`config.mk`:
```
export PLATFORM = sky130hd
export DESIGN_NAME = llsc_monitor
export DESIGN_NICKNAME = d
export VERILOG_FILES = /design/src/rtl/llsc_pkg.sv /design/src/rtl/llsc_resv.sv /design/src/rtl/llsc_ctrl.sv /design/src/rtl/llsc_monitor.sv
export SDC_FILE = /design/constraint.sdc
export NUM_CORES = 1
export LEC_CHECK = 0
export ABC_CLOCK_PERIOD_IN_PS = 5400
export BUFFER_PORTS_ARGS = -buffer_cell sky130_fd_sc_hd__buf_2
export CAP_MARGIN = 20
export CORE_ASPECT_RATIO = 1.4
export CORE_MARGIN = 2
export CORE_UTILIZATION = 53
export DETAILED_ROUTE_END_ITERATION = 8
export HOLD_SLACK_MARGIN = 0.02
export PLACE_DENSITY = 0.92
export SYNTH_ARGS = -nofsm -noshare
export SYNTH_HDL_FRONTEND = slang
export SYNTH_SLANG_ARGS = --single-unit
```
`constraint.sdc`:
```
create_clock -name clk -period 5.4 [get_ports clk]
set_input_delay 1.35 -clock clk [delete_from_list [all_inputs] [get_ports clk]]
set_output_delay 1.35 -clock clk [all_outputs]
set_load 0.01 [all_outputs]
```
`src/rtl/llsc_pkg.sv`:
```
`timescale 1ns/1ps
package llsc_pkg;
   typedef enum logic [1:0] {
      ST_IDLE = 2'd0,
      ST_LOAD = 2'd1,
      ST_COND = 2'd2
   } llsc_state_e;
endpackage

```
`src/rtl/llsc_resv.sv`:
```
`timescale 1ns/1ps
// Single reservation register with its snoop comparator.
module llsc_resv #(
   parameter int ADDR_W = 32
) (
   input  logic              clk,
   input  logic              rst,
   input  logic              set_en,
   input  logic              set_live,
   input  logic [ADDR_W-1:0] set_addr,
   input  logic              clr,
   input  logic              snp_valid,
   input  logic [ADDR_W-1:0] snp_addr,
   output logic              live,
   output logic [ADDR_W-1:0] addr,
   output logic              snp_hit
);
   generate
      if (ADDR_W < 1) begin : g_bad_width
         $error("llsc_resv: ADDR_W must be at least 1");
      end
   endgenerate

   assign snp_hit = snp_valid && live && (snp_addr == addr);

   always_ff @(posedge clk) begin
      if (rst) begin
         live <= 1'b0;
         addr <= '0;
      end else if (set_en) begin
         live <= set_live;
         addr <= set_addr;
      end else if (clr || snp_hit) begin
         live <= 1'b0;
      end
   end
endmodule

```
`src/rtl/llsc_ctrl.sv`:
```
`timescale 1ns/1ps
// Request sequencer: accepts one request, drives the bus, returns status.
module llsc_ctrl
   import llsc_pkg::*;
#(
   parameter int ADDR_W = 32,
   parameter int DATA_W = 32
) (
   input  logic              clk,
   input  logic              rst,
   input  logic              req_valid,
   input  logic              req_sc,
   input  logic [ADDR_W-1:0] req_addr,
   input  logic [DATA_W-1:0] req_wdata,
   output logic              req_ready,
   output logic              bus_req,
   output logic              bus_we,
   output logic [ADDR_W-1:0] bus_addr,
   output logic [DATA_W-1:0] bus_wdata,
   input  logic              bus_gnt,
   input  logic [DATA_W-1:0] bus_rdata,
   input  logic              snp_valid,
   input  logic [ADDR_W-1:0] snp_addr,
   input  logic              resv_live,
   input  logic [ADDR_W-1:0] resv_addr,
   input  logic              resv_hit,
   output logic              resv_set,
   output logic              resv_set_live,
   output logic              resv_clr,
   output logic              rsp_valid,
   output logic              rsp_ok,
   output logic [DATA_W-1:0] rsp_data
);
   generate
      if (DATA_W < 1) begin : g_bad_data
         $error("llsc_ctrl: DATA_W must be at least 1");
      end
   endgenerate

   llsc_state_e       state;
   logic [ADDR_W-1:0] hold_addr;
   logic [DATA_W-1:0] hold_data;

   logic accept, cond_clear, abort, load_done, cond_done;

   assign req_ready  = (state == ST_IDLE);
   assign accept     = req_ready && req_valid;
   assign cond_clear = resv_live && (resv_addr == req_addr) && !resv_hit;
   assign abort      = (state == ST_COND) && (!resv_live || resv_hit);
   assign bus_req    = (state == ST_LOAD) || ((state == ST_COND) && !abort);
   assign bus_we     = (state == ST_COND);
   assign bus_addr   = hold_addr;
   assign bus_wdata  = hold_data;
   assign load_done  = (state == ST_LOAD) && bus_gnt;
   assign cond_done  = (state == ST_COND) && !abort && bus_gnt;

   assign resv_set      = load_done;
   assign resv_set_live = !(snp_valid && (snp_addr == hold_addr));
   assign resv_clr      = (accept && (!req_sc || !cond_clear)) || abort || cond_done;

   always_ff @(posedge clk) begin
      if (rst) begin
         state     <= ST_IDLE;
         hold_addr <= '0;
         hold_data <= '0;
         rsp_valid <= 1'b0;
         rsp_ok    <= 1'b0;
         rsp_data  <= '0;
      end else begin
         rsp_valid <= 1'b0;
         unique case (state)
            ST_IDLE: begin
               if (accept) begin
                  hold_addr <= req_addr;
                  hold_data <= req_wdata;
                  if (!req_sc) begin
                     state <= ST_LOAD;
                  end else if (cond_clear) begin
                     state <= ST_COND;
                  end else begin
                     rsp_valid <= 1'b1;
                     rsp_ok    <= 1'b0;
                     rsp_data  <= '0;
                  end
               end
            end
            ST_LOAD: begin
               if (load_done) begin
                  state     <= ST_IDLE;
                  rsp_valid <= 1'b1;
                  rsp_ok    <= 1'b1;
                  rsp_data  <= bus_rdata;
               end
            end
            ST_COND: begin
               if (abort || cond_done) begin
                  state     <= ST_IDLE;
                  rsp_valid <= 1'b1;
                  rsp_ok    <= cond_done;
                  rsp_data  <= '0;
               end
            end
            default: state <= ST_IDLE;
         endcase
      end
   end
endmodule

```
`src/rtl/llsc_monitor.sv`:
```
`timescale 1ns/1ps
module llsc_monitor #(
   parameter int ADDR_W = 32,
   parameter int DATA_W = 32
) (
   input  logic              clk,
   input  logic              rst,
   input  logic              req_valid,
   input  logic              req_sc,
   input  logic [ADDR_W-1:0] req_addr,
   input  logic [DATA_W-1:0] req_wdata,
   output logic              req_ready,
   output logic              bus_req,
   output logic              bus_we,
   output logic [ADDR_W-1:0] bus_addr,
   output logic [DATA_W-1:0] bus_wdata,
   input  logic              bus_gnt,
   input  logic [DATA_W-1:0] bus_rdata,
   input  logic              snp_valid,
   input  logic [ADDR_W-1:0] snp_addr,
   output logic              rsp_valid,
   output logic              rsp_ok,
   output logic [DATA_W-1:0] rsp_data
);
   logic              resv_live;
   logic [ADDR_W-1:0] resv_addr;
   logic              resv_hit;
   logic              resv_set, resv_set_live, resv_clr;

   llsc_resv #(.ADDR_W(ADDR_W)) u_resv (
      .clk       (clk),
      .rst       (rst),
      .set_en    (resv_set),
      .set_live  (resv_set_live),
      .set_addr  (bus_addr),
      .clr       (resv_clr),
      .snp_valid (snp_valid),
      .snp_addr  (snp_addr),
      .live      (resv_live),
      .addr      (resv_addr),
      .snp_hit   (resv_hit)
   );

   llsc_ctrl #(.ADDR_W(ADDR_W), .DATA_W(DATA_W)) u_ctrl (
      .clk           (clk),
      .rst           (rst),
      .req_valid     (req_valid),
      .req_sc        (req_sc),
      .req_addr      (req_addr),
      .req_wdata     (req_wdata),
      .req_ready     (req_ready),
      .bus_req       (bus_req),
      .bus_we        (bus_we),
      .bus_addr      (bus_addr),
      .bus_wdata     (bus_wdata),
      .bus_gnt       (bus_gnt),
      .bus_rdata     (bus_rdata),
      .snp_valid     (snp_valid),
      .snp_addr      (snp_addr),
      .resv_live     (resv_live),
      .resv_addr     (resv_addr),
      .resv_hit      (resv_hit),
      .resv_set      (resv_set),
      .resv_set_live (resv_set_live),
      .resv_clr      (resv_clr),
      .rsp_valid     (rsp_valid),
      .rsp_ok        (rsp_ok),
      .rsp_data      (rsp_data)
   );
endmodule

```
==> results of run 1 <==
==> cell families (layout without fill, tap and decap cells) <==
family / Yosys count / count (layout) / share of synthesized area [%]
muxes: 33 / 33 / 5.27
adders and majority gates: 4 / 4 / 0.799
xor gates and xnor gates: 96 / 96 / 13.4
DFF: 133 / 133 / 42.5
AOI/OAI and AO/OA: 113 / 113 / 9.80
and+or+nand+nor: 310 / 310 / 24.4
buffers and inverters: 51 / 279 / 3.85
other: 0 / 5 / 0
==> stage by stage <==
step	setup slack (ns)	area, µm²	hold WS [ns]	total power, mW	util, %
detailed placement	1.15	7480	0.443	1.44	64.0
finish	1.14	8090	0.450	2.58	69.2
global route	1.09	8090	0.462	2.67	69.2
floorplan	1.69	6270	0.472	1.29	-
global placement	1.17	7460	0.438	1.43	63.7
CTS	1.15	8080	0.451	2.59	69.0
==> Yosys cell counts (all sizes together) <==
| cell | n | area share [%] |
|---|---|---|
| o211ai | 1 | 0.12 |
| a21boi | 1 | 0.12 |
| a21o | 1 | 0.12 |
| nand2 | 199 | 12 |
| nand3 | 2 | 0.16 |
| a21oi | 99 | 8.0 |
| nand2b | 33 | 3.3 |
| nor4 | 19 | 2.6 |
| inv | 6 | 0.36 |
| o21ai | 6 | 0.72 |
| nor2 | 6 | 0.36 |
| a31oi | 3 | 0.50 |
| and4 | 2 | 0.32 |
| mux2i | 33 | 5.3 |
| xor2 | 78 | 11 |
| nor3 | 3 | 0.42 |
| or2 | 1 | 0.10 |
| xnor2 | 18 | 2.5 |
| o311ai | 1 | 0.14 |
| or4 | 1 | 0.12 |
| o21a | 1 | 0.12 |
| and2 | 1 | 0.10 |
| buf | 13 | 1.6 |
| nor2b | 1 | 0.10 |
| nand4 | 7 | 0.70 |
| and3 | 1 | 0.10 |
| dfxtp | 133 | 42 |
| nand3b | 33 | 4.0 |
| nand4b | 1 | 0.14 |
| ha | 4 | 0.80 |
| clkbuf | 32 | 1.9 |
==> final cells by class <==
class	instances	area, µm²	share of cell area, %
Timing Repair Buffer	241	1250	15.4
Inverter	6	22.5	0.278
Clock inverter	15	170	2.10
Sequential cell	133	2660	32.9
Tap cell	147	184	2.27
Antenna cell	5	12.5	0.155
Multi-Input combinational cell	556	3370	41.6
Clock buffer	17	425	5.26
==> cells in the final DEF, fill, tap and decap left out, types with 2 or more instances in the layout <==
master / count
xor2_1: 78
inv_6: 5
clkbuf_16: 17
a21oi_1: 98
nand3_1: 2
nor2_1: 5
nand2_1: 198
nand4_1: 7
nor3_1: 2
diode_2: 5
nor4_1: 12
nand2b_1: 33
nand3b_1: 33
buf_4: 7
inv_2: 2
a31oi_2: 2
nor4_2: 7
ha_1: 4
clkinv_4: 4
dfxtp_1: 133
inv_1: 4
xnor2_1: 18
clkinvlp_4: 2
bufinv_16: 2
mux2i_1: 33
buf_2: 233
o21ai_0: 4
==> final timing paths <==
| path | startpoint | end | slack (ns) |
|---|---|---|---|
| setup / recovery | snp_addr[3] | bus_req | 1.14 |
| hold / removal | u_ctrl.bus_wdata[24] | u_ctrl.bus_wdata[24] | 0.45 |
| setup reg to reg | u_ctrl.state[0] | u_resv.live | 2.55 |
| hold reg to reg | u_ctrl.bus_wdata[24] | u_ctrl.bus_wdata[24] | 0.45 |
==> registers in the layout (all words and copies together), names as in the netlist <==
signal	flops
u_ctrl.rsp_data	32
u_resv.addr	32
u_ctrl.rsp_valid	1
u_resv.live	1
u_ctrl.bus_wdata	32
u_ctrl.rsp_ok	1
u_ctrl.bus_addr	32
u_ctrl.state	2
==> routing by layer <==
layer | wire (µm) | track usage (%) | vias to the layer above
met5 | 13 | 0 | -
met2 | 9310 | 49.1 | 333
met3 | 1650 | 8.37 | 68
met4 | 926 | 16.3 | 2
li1 | - | - | 2887
met1 | 6550 | 30.4 | 2785
==> power groups by stage <==
stage | sequential, mW | clock (mW) | combinational [mW]
4_1_cts | 1.06 | 1.17 | 0.362
5_1_grt | 1.06 | 1.22 | 0.393
3_3_place_gp | 1.08 | 0 | 0.351
3_5_place_dp | 1.08 | 0 | 0.360
2_1_floorplan | 1.09 | 0 | 0.195
6_report | 1.06 | 1.15 | 0.363
==> critical path: stages <==
cell	delay [ns]
buf_2	0.12
xor2_1	0.16
nor4_2	0.37
and4_1	0.35
a31oi_2	0.16
or2_1	0.25
buf_2	0.15
==> metrics.cfg, run 1 <==
[logic_synthesis]
synth_cell_types = 41
synthCells = 740
syn_area_per_cell_um2 = 8.47
ys_warn_count = 0
ys_ff_latch = 133
synth_nets = 878
yosysSeqAreaShare_pct = 42.5
syn_area_um2 = 6270

[critical_path]
crit_arrival_ns = 2.91
end_kind = primary output
critPathRequiredTime_ns = 4.05
r2r_cells = 7
start_kind = input port
path_class = input port to primary output
worst-path-max-fanout = 3

[global_routing]
grt.overflow.total = 0
track_usage_pct = 28.6
grt_pass1_vias = 5923
antenna_found_initial = 6
grt_max_degree = 121
grt_pass1_wl_um = 28200

[timing]
drv_slew = 0
worstMarginPinSlew_ns = 1.00
max_freq_mhz = 235
final.period_utilization_pct = 78.8
hold_violations = 0
rsz0062_at_grt = no
skew_ns = 0.00674
period_minus_slack_ns = 4.26
setup_tns_ns = 0
setup_viol = 0
maxSlewHeadroom_pct = 33.0

[route]
drt_iter0_drc = 333
vias_per_cell = 5.42
post-route-drc-count = 0
drt-total-wl_um = 18400
route.vias.total = 6075
firstDrtPassIters = 5
wl_per_cell_um = 16.5
antenna_left = 0

[pwr]
p_int_mw = 1.86
switchingPower_mw = 0.711
pwr-share-comb_pct = 14.1
pwr-share-seq_pct = 41.1
ir_drop_mv = 0.254
p_leak_nw = 3.79
switching_share_pct = 27.6
pwr-share-clk_pct = 44.8
powerDensity_nw_per_um2 = 318

[cts]
clk_pin_slew_ns = 0.06
clock-sinks = 133
clockRootBuffer = clkbuf_16
htreeDepth = 4
cts.path.max_buffers = 2
postCtsHoldBufs = 0
clk_latency_ns = 0.41
cts_resized = 0
cts_setup_buffers = 0
numCtsBuffers = 17
cts_tree = built

[place]
dp_cells = 1083
place.gp.congestion = 0.946
numPortBuffers = 234
hpwl_um = 13300

[finish]
layout-drive-gt1-share_pct = 30.2
nets = 1093
areaGrowthSynthToFinish_pct = 29.1
nFillCells = 909
fin_cells = 1120

[hold_path]
whs_path_depth = 2
hold_class = flip-flop to flip-flop

[flow_run]
cap_viol_max_count = 0

[floorplan]
start_util_pct = 53.6
num_rows = 47
dieArea_um2 = 12700
die_h_um = 133
io_pins = 235
core_um2 = 11700
dieWidth_um = 95.9

[run_status]
status = complete, no violations

Note: power is estimated with default switching activity, not from simulation.
==> run 2, diff against run 1 <==
--- a/config.mk
+++ b/config.mk
@@ -5,15 +5,15 @@
 export SDC_FILE = /design/constraint.sdc
 export NUM_CORES = 1
 export LEC_CHECK = 0
-export ABC_CLOCK_PERIOD_IN_PS = 5400
+export ABC_CLOCK_PERIOD_IN_PS = 3800
 export BUFFER_PORTS_ARGS = -buffer_cell sky130_fd_sc_hd__buf_2
 export CAP_MARGIN = 20
 export CORE_ASPECT_RATIO = 1.4
 export CORE_MARGIN = 2
-export CORE_UTILIZATION = 53
+export CORE_UTILIZATION = 45
 export DETAILED_ROUTE_END_ITERATION = 8
 export HOLD_SLACK_MARGIN = 0.02
-export PLACE_DENSITY = 0.92
+export PLACE_DENSITY = 0.84
 export SYNTH_ARGS = -nofsm -noshare
 export SYNTH_HDL_FRONTEND = slang
 export SYNTH_SLANG_ARGS = --single-unit
==> constraint.sdc (replaced) <==
create_clock -name clk -period 3.8 [get_ports clk]
set_input_delay 0.95 -clock clk [delete_from_list [all_inputs] [get_ports clk]]
set_output_delay 0.95 -clock clk [all_outputs]
set_load 0.01 [all_outputs]
==> run 2 against run 1 <==
Against the previous run:
- wire length is 1.4% higher
- die area is 17% higher
- first-iteration DRC count is 10% higher
- combinational power increased by 42%
- utilization is 10 points lower
- clock skew is 0.0060 ns higher
- hold slack better by 0.0015 ns
==> metrics.cfg, run 2 (same netlist as run 1, synthesis figures left out) <==
[global_routing]
grt_pass1_wl_um = 28800  ; +2.0%
antenna_found_initial = 1  ; -5
grt_max_degree = 114  ; -5.8%
grt.overflow.total = 0  ; unchanged
grt_pass1_vias = 5672  ; -4.2%
track_usage_pct = 24.6  ; -4.0 points

[critical_path]
r2r_end = u_ctrl.rsp_data[29]
r2r-start = u_resv.addr[8]
critPathRequiredTime_ns = 2.85  ; -1.20 ns
end_kind = primary output
r2r_cells = 8  ; +1
r2r_slack_ns = 1.34  ; -1.21 ns
path_class = input port to primary output
start_kind = input port
worst-path-max-fanout = 3  ; unchanged
crit_arrival_ns = 2.49  ; -0.42 ns

[timing]
max_freq_mhz = 291
hold_violations = 0  ; unchanged
maxSlewHeadroom_pct = 37.0  ; +4.0 points
skew_ns = 0.0127  ; +0.00595 ns
setup_viol = 0  ; unchanged
final.period_utilization_pct = 90.5
worstMarginPinSlew_ns = 0.945  ; -0.0598 ns
fin_hold_ws_ns = 0.451  ; +0.00155 ns
period_minus_slack_ns = 3.44
drv_slew = 0  ; unchanged
rsz0062_at_grt = no
setup_tns_ns = 0  ; unchanged

[hold_path]
holdCritStartpoint = u_ctrl.bus_wdata[31]
hold_class = flip-flop to flip-flop
whs_path_depth = 2  ; unchanged
hold_end = u_ctrl.bus_wdata[31]

[cts]
cts.path.max_buffers = 2  ; unchanged
clockRootBuffer = clkbuf_16
cts_resized = 0  ; unchanged
clk_latency_ns = 0.41  ; about the same
cts_setup_buffers = 0  ; unchanged
postCtsHoldBufs = 0  ; unchanged
cts_tree = built
clock-sinks = 133  ; unchanged
numCtsBuffers = 17  ; unchanged
clk_pin_slew_ns = 0.06  ; about the same
htreeDepth = 4  ; unchanged

[route]
antenna_left = 0  ; unchanged
route.vias.total = 5946  ; -2.1%
drt_iter0_drc = 367  ; +10%
drt-total-wl_um = 18700  ; +1.4%
vias_per_cell = 5.14  ; -5.2%
post-route-drc-count = 0  ; unchanged
wl_per_cell_um = 16.2  ; -1.7%
firstDrtPassIters = 5  ; unchanged

[finish]
final_cell_mix = 233 x buf_2, 198 x nand2_1, 133 x dfxtp_1, 98 x a21oi_1, 78 x xor2_1
areaGrowthSynthToFinish_pct = 29.9
stdcell_area_um2 = 8140  ; +0.57%
nets = 1094  ; +0.091%
multiInputGateArea_um2 = 3370  ; unchanged
final_common_cell = buf_2
nFillCells = 1250  ; +38%
layout-drive-gt1-share_pct = 30.2  ; +0.072 points
seq_area_um2 = 2660  ; unchanged

[pwr]
p_leak_nw = 3.79  ; about the same
p_total_mw = 3.73  ; +45%
ir_drop_mv = 0.242  ; -4.7%
switchingPower_mw = 1.01  ; +42%
pwr-share-comb_pct = 13.8  ; -0.3 points
pwr-share-clk_pct = 45.9  ; +1.1 points
pwr-share-seq_pct = 40.3  ; -0.8 points
p_int_mw = 2.72  ; +46%
powerDensity_nw_per_um2 = 458  ; +44%
switching_share_pct = 27.1  ; -0.56 points

[run_status]
status = complete, no violations

[floorplan]
dieWidth_um = 104  ; +8.2%
die_h_um = 144  ; +8.3%
core_um2 = 13800  ; +18%
num_rows = 51  ; +8.5%
start_util_pct = 45.5  ; -8.1 points
io_pins = 235  ; unchanged
dieArea_um2 = 14900  ; +17%

[place]
hpwl_um = 13200  ; -0.51%
numPortBuffers = 234  ; unchanged
place.gp.congestion = 0.914  ; -3.4%
post_dp_cell_area_um2 = 7520  ; +0.47%

[flow_run]
cap_viol_max_count = 0  ; unchanged

-- run 2: cell count changes in the layout (fill, tap and decap cells not counted), sizes merged --
cell	change
buf	+1
bufinv	+1
clkbuf	+1
clkinvlp	+1
diode	-3
inv	-3
-- run 2: metrics by stage --
stage	worst slack, ns	std cells	utilization, %
6_report	0.362	1156	59.1
5_1_grt	0.324	1155	59.0
4_1_cts	0.370	1154	59.0
3_5_place_dp	0.408	1122	54.6
3_3_place_gp	0.426	1122	54.6
2_1_floorplan	0.886	740	-
-- run 2: final cells by class --
type / count / area share (%)
Multi-Input combinational cell: 556 / 41.4
Sequential cell: 133 / 32.7
Timing Repair Buffer: 242 / 15.2
Clock buffer: 18 / 5.40
Tap cell: 185 / 2.84
Clock inverter: 14 / 2.15
Inverter: 6 / 0.277
Antenna cell: 2 / 0.0615
-- run 2: how the worst max path moves through the flow --
stage,start,cells past startpoint,endpoint
detailed placement,snp_addr[19],7,bus_req
global placement,snp_addr[19],7,bus_req
finish,snp_addr[19],7,bus_req
global route,snp_addr[19],7,bus_req
floorplan,snp_addr[12],5,bus_req
CTS,snp_addr[19],7,bus_req
-- run 2: power groups by stage --
stage | combinational (mW) | sequential, mW | clock, mW
after global placement | 0.503 | 1.53 | 0
after detailed placement | 0.511 | 1.53 | 0
after CTS | 0.514 | 1.50 | 1.74
final | 0.514 | 1.50 | 1.71
after floorplan | 0.278 | 1.55 | 0
after global routing | 0.560 | 1.51 | 1.81
-- run 2: routing by layer --
| metal | vias to the layer above | track usage, % | routed length, µm |
|---|---|---|---|
| met1 | 2724 | 27.8 | 7200 |
| met5 | - | 0 | 0 |
| met4 | 0 | 13.2 | 799 |
| li1 | 2881 | - | - |
| met2 | 287 | 42.8 | 9290 |
| met3 | 54 | 6.26 | 1420 |
-- run 2: critical path, cell delays in order --
cell,delay [ns]
buf_2,0.11
xor2_1,0.14
nor4_2,0.43
and4_1,0.31
a31oi_2,0.14
or2_1,0.24
buf_2,0.15
==> run 3, diff against run 2 <==
--- a/config.mk
+++ b/config.mk
@@ -5,6 +5,7 @@
 export SDC_FILE = /design/constraint.sdc
 export NUM_CORES = 1
 export LEC_CHECK = 0
+export ABC_AREA = 1
 export ABC_CLOCK_PERIOD_IN_PS = 3800
 export BUFFER_PORTS_ARGS = -buffer_cell sky130_fd_sc_hd__buf_2
 export CAP_MARGIN = 20
@@ -13,7 +14,7 @@
 export CORE_UTILIZATION = 45
 export DETAILED_ROUTE_END_ITERATION = 8
 export HOLD_SLACK_MARGIN = 0.02
-export PLACE_DENSITY = 0.84
+export PLACE_DENSITY = 0.83
 export SYNTH_ARGS = -nofsm -noshare
 export SYNTH_HDL_FRONTEND = slang
 export SYNTH_SLANG_ARGS = --single-unit
==> run 3 against run 2 <==
Against the previous run:
- design area up 2.1%
- clock skew down 0.0019 ns
- synthesized area up 3.6%
- count of clock-buffer cells in the layout unchanged
- critical path depth up 4
- maximum frequency up 12%
- via count up 14%
- global-route usage down 1.1 points
- critical endpoint unchanged
- largest cell class unchanged
==> metrics.cfg, run 3 <==
[pwr]
powerDensity_nw_per_um2 = 672  ; +47%
ir_drop_mv = 0.382  ; +58%
p_leak_nw = 4.30  ; +13%

[hold_path]
holdCritStartpoint = u_ctrl.rsp_data[20]
hold_class = flip-flop to flip-flop

[cts]
postCtsHoldBufs = 0  ; unchanged
cts_setup_buffers = 0  ; unchanged
cts_resized = 0  ; unchanged
clk_pin_slew_ns = 0.05  ; about the same
cts_tree = built
clockRootBuffer = clkbuf_16
numCtsBuffers = 17  ; unchanged
cts.path.max_buffers = 2  ; unchanged
clock-sinks = 133  ; unchanged
clk_latency_ns = 0.41  ; about the same
htreeDepth = 4  ; unchanged

[critical_path]
r2r-start = u_resv.live
crit_arrival_ns = 2.11  ; -0.38 ns
worst-path-max-fanout = 5  ; +2
critPathTopFamily = simple AND/OR/NAND/NOR gates
critPathRequiredTime_ns = 2.85  ; about the same
worst-path-buf-inv = 3  ; +1
crit_path_cell_trace = buf_2 > inv_1 > nand2_1 > nand2_1 > nor2_1 > nand4_1 > nor2_1 > nand3_2 > nand3_1 > nand2_2 > buf_2
startpoint = snp_addr[11]
slowest_delay_ns = 0.19  ; -0.24 ns
slowest_stage = nor2_1
path_class = input port to primary output
end_kind = primary output
start_kind = input port

[floorplan]
dieArea_um2 = 15400  ; +3.4%
core_um2 = 14000  ; +1.4%
die_h_um = 146  ; +1.7%
start_util_pct = 46.4  ; +0.97 points
dieWidth_um = 105  ; +1.7%
num_rows = 51  ; unchanged
io_pins = 235  ; unchanged

[finish]
seq_area_um2 = 2660  ; unchanged
diodes = 0  ; -2
fin_cells = 1400  ; +21%
stdcell_area_um2 = 8310  ; +2.1%
multiInputGateArea_um2 = 3180  ; -5.8%
final_common_cell = buf_2
layout-drive-gt1-share_pct = 23.9  ; -6.4 points
nFillCells = 1377  ; +10%
areaGrowthSynthToFinish_pct = 28.1
nets = 1340  ; +22%
final_cell_mix = 234 x buf_2, 210 x nand2_1, 189 x nor2_1, 133 x dfxtp_1, 114 x o21ai_0

[timing]
layout_setup_ws_ns = 0.744  ; +0.382 ns
period_minus_slack_ns = 3.06  ; -0.382 ns
rsz0062_at_grt = no
worstMarginPinSlew_ns = 0.996  ; +0.0512 ns
setup_viol = 0  ; unchanged
maxSlewHeadroom_pct = 33.6  ; -3.4 points
skew_ns = 0.0108  ; -0.00186 ns
max_freq_mhz = 327  ; +12%
final.period_utilization_pct = 80.4  ; -10 points
setup_tns_ns = 0  ; unchanged
hold_violations = 0  ; unchanged
drv_slew = 0  ; unchanged

[place]
numPortBuffers = 234  ; unchanged
dp_slack_ns = 0.693  ; +0.286 ns
hpwl_um = 13100  ; -1.4%
dp_cells = 1368  ; +22%
post_dp_cell_area_um2 = 7750  ; +3.1%
place.gp.congestion = 0.908  ; -0.74%

[route]
antenna_left = 0  ; unchanged
route.vias.total = 6780  ; +14%
wl_per_cell_um = 13.0  ; -20%
vias_per_cell = 4.84  ; -5.8%
post-route-drc-count = 0  ; unchanged
drt-total-wl_um = 18200  ; -2.5%
firstDrtPassIters = 5  ; unchanged
drt_iter0_drc = 454  ; +24%

[logic_synthesis]
synth_ff_type = dfxtp_1
ys_ff_latch = 133  ; unchanged
async_reset_ff_share_pct = 0  ; unchanged
syn_area_um2 = 6490  ; +3.6%
synth_cell_types = 32  ; -22%
synthTopCellsByCount = 211 x nand2_1, 189 x nor2_1, 133 x dfxtp_1
synth_nets = 1128  ; +28%
synth-edff-count = 0  ; unchanged
synth_largest_area_cell = dfxtp_1
synthCells = 990  ; +34%
ys_warn_count = 0  ; unchanged
syn_area_per_cell_um2 = 6.56  ; -23%
yosysMostFrequentCell = nand2_1
synthTopCellsByArea = dfxtp_1 41%, nand2_1 12%, nor2_1 11%
netlist.area_leader.share_pct = 41.0  ; -1.5 points
yosysSeqAreaShare_pct = 41.0  ; -1.5 points

[flow_run]
cap_viol_max_count = 0  ; unchanged

[run_status]
status = complete, no violations

[global_routing]
grt_pass1_vias = 6360  ; +12%
grt.overflow.total = 0  ; unchanged
grt_max_degree = 74  ; -35%
antenna_found_initial = 0  ; -1
track_usage_pct = 23.5  ; -1.1 points
grt_pass1_wl_um = 29700  ; +3.0%

==> run 3: path summary, 6_finish.rpt <==
check | to | slack (ns) | depth (start not counted)
max | bus_req | 0.74 | 11
min | u_ctrl.rsp_data[20] | 0.48 | 2
max reg2reg | u_ctrl.rsp_data[7] | 1.45 | 13
min reg2reg | u_ctrl.rsp_data[20] | 0.48 | 2
==> run 3: metal layers <==
layer / vias to the layer above / global-route usage (%) / routed length (µm)
li1: 3523 / - / -
met1: 2982 / 27.1 / 7580
met4: 0 / 10.9 / 593
met3: 42 / 5.13 / 1200
met5: - / 0 / 0
met2: 233 / 41.1 / 8870
==> run 3: cells by family (layout without fill, tap and decap cells) <==
family | Yosys count | count (layout) | share of synthesized area [%]
and+or+nand+nor | 454 | 454 | 27.9
DFF | 133 | 133 | 41.0
xor gates and xnor gates | 36 | 36 | 4.86
adders and majority gates | 4 | 4 | 0.771
AOI/OAI and AO/OA | 195 | 195 | 15.4
buffers and inverters | 168 | 393 | 10.1
==> run 3: final cells by class <==
type,count,share of cell area [%]
Multi-Input combinational cell,689,38.2
Sequential cell,133,32.0
Timing Repair Buffer,240,14.8
Inverter,121,5.48
Clock buffer,18,5.16
Tap cell,185,2.78
Clock inverter,14,1.55
==> run 3: where the power goes <==
group          switching [mW]  internal (mW)  leakage [nW]  total, mW
Combinational            1.25          0.768          2.94       2.02
Clock                   0.642          0.905         0.267       1.55
Sequential              0.243           1.78          1.09       2.02
==> run 3: stage by stage <==
| stage | power (mW) | hold slack (ns) | util (%) |
|---|---|---|---|
| 6_report | 5.58 | 0.476 | 59.5 |
| 5_1_grt | 6.01 | 0.493 | 59.5 |
| 4_1_cts | 5.64 | 0.481 | 59.5 |
| 3_5_place_dp | 4.07 | 0.467 | 55.5 |
| 3_3_place_gp | 4.02 | 0.456 | 55.5 |
| 2_1_floorplan | 3.40 | 0.455 | - |
==> run 3: worst reg2reg max path, cell delays in order, from the launching register on <==
cell and delay, ns:
dfxtp_1 0.38, inv_1 0.13, a21oi_1 0.15, nand2_1 0.07
nor2_1 0.12, nand2_1 0.08, nor2_2 0.15, nand3_2 0.14
nand3_1 0.12, nand2_2 0.07, nand2_2 0.28, nand2_4 0.29
nor2_1 0.20, nor2_1 0.07
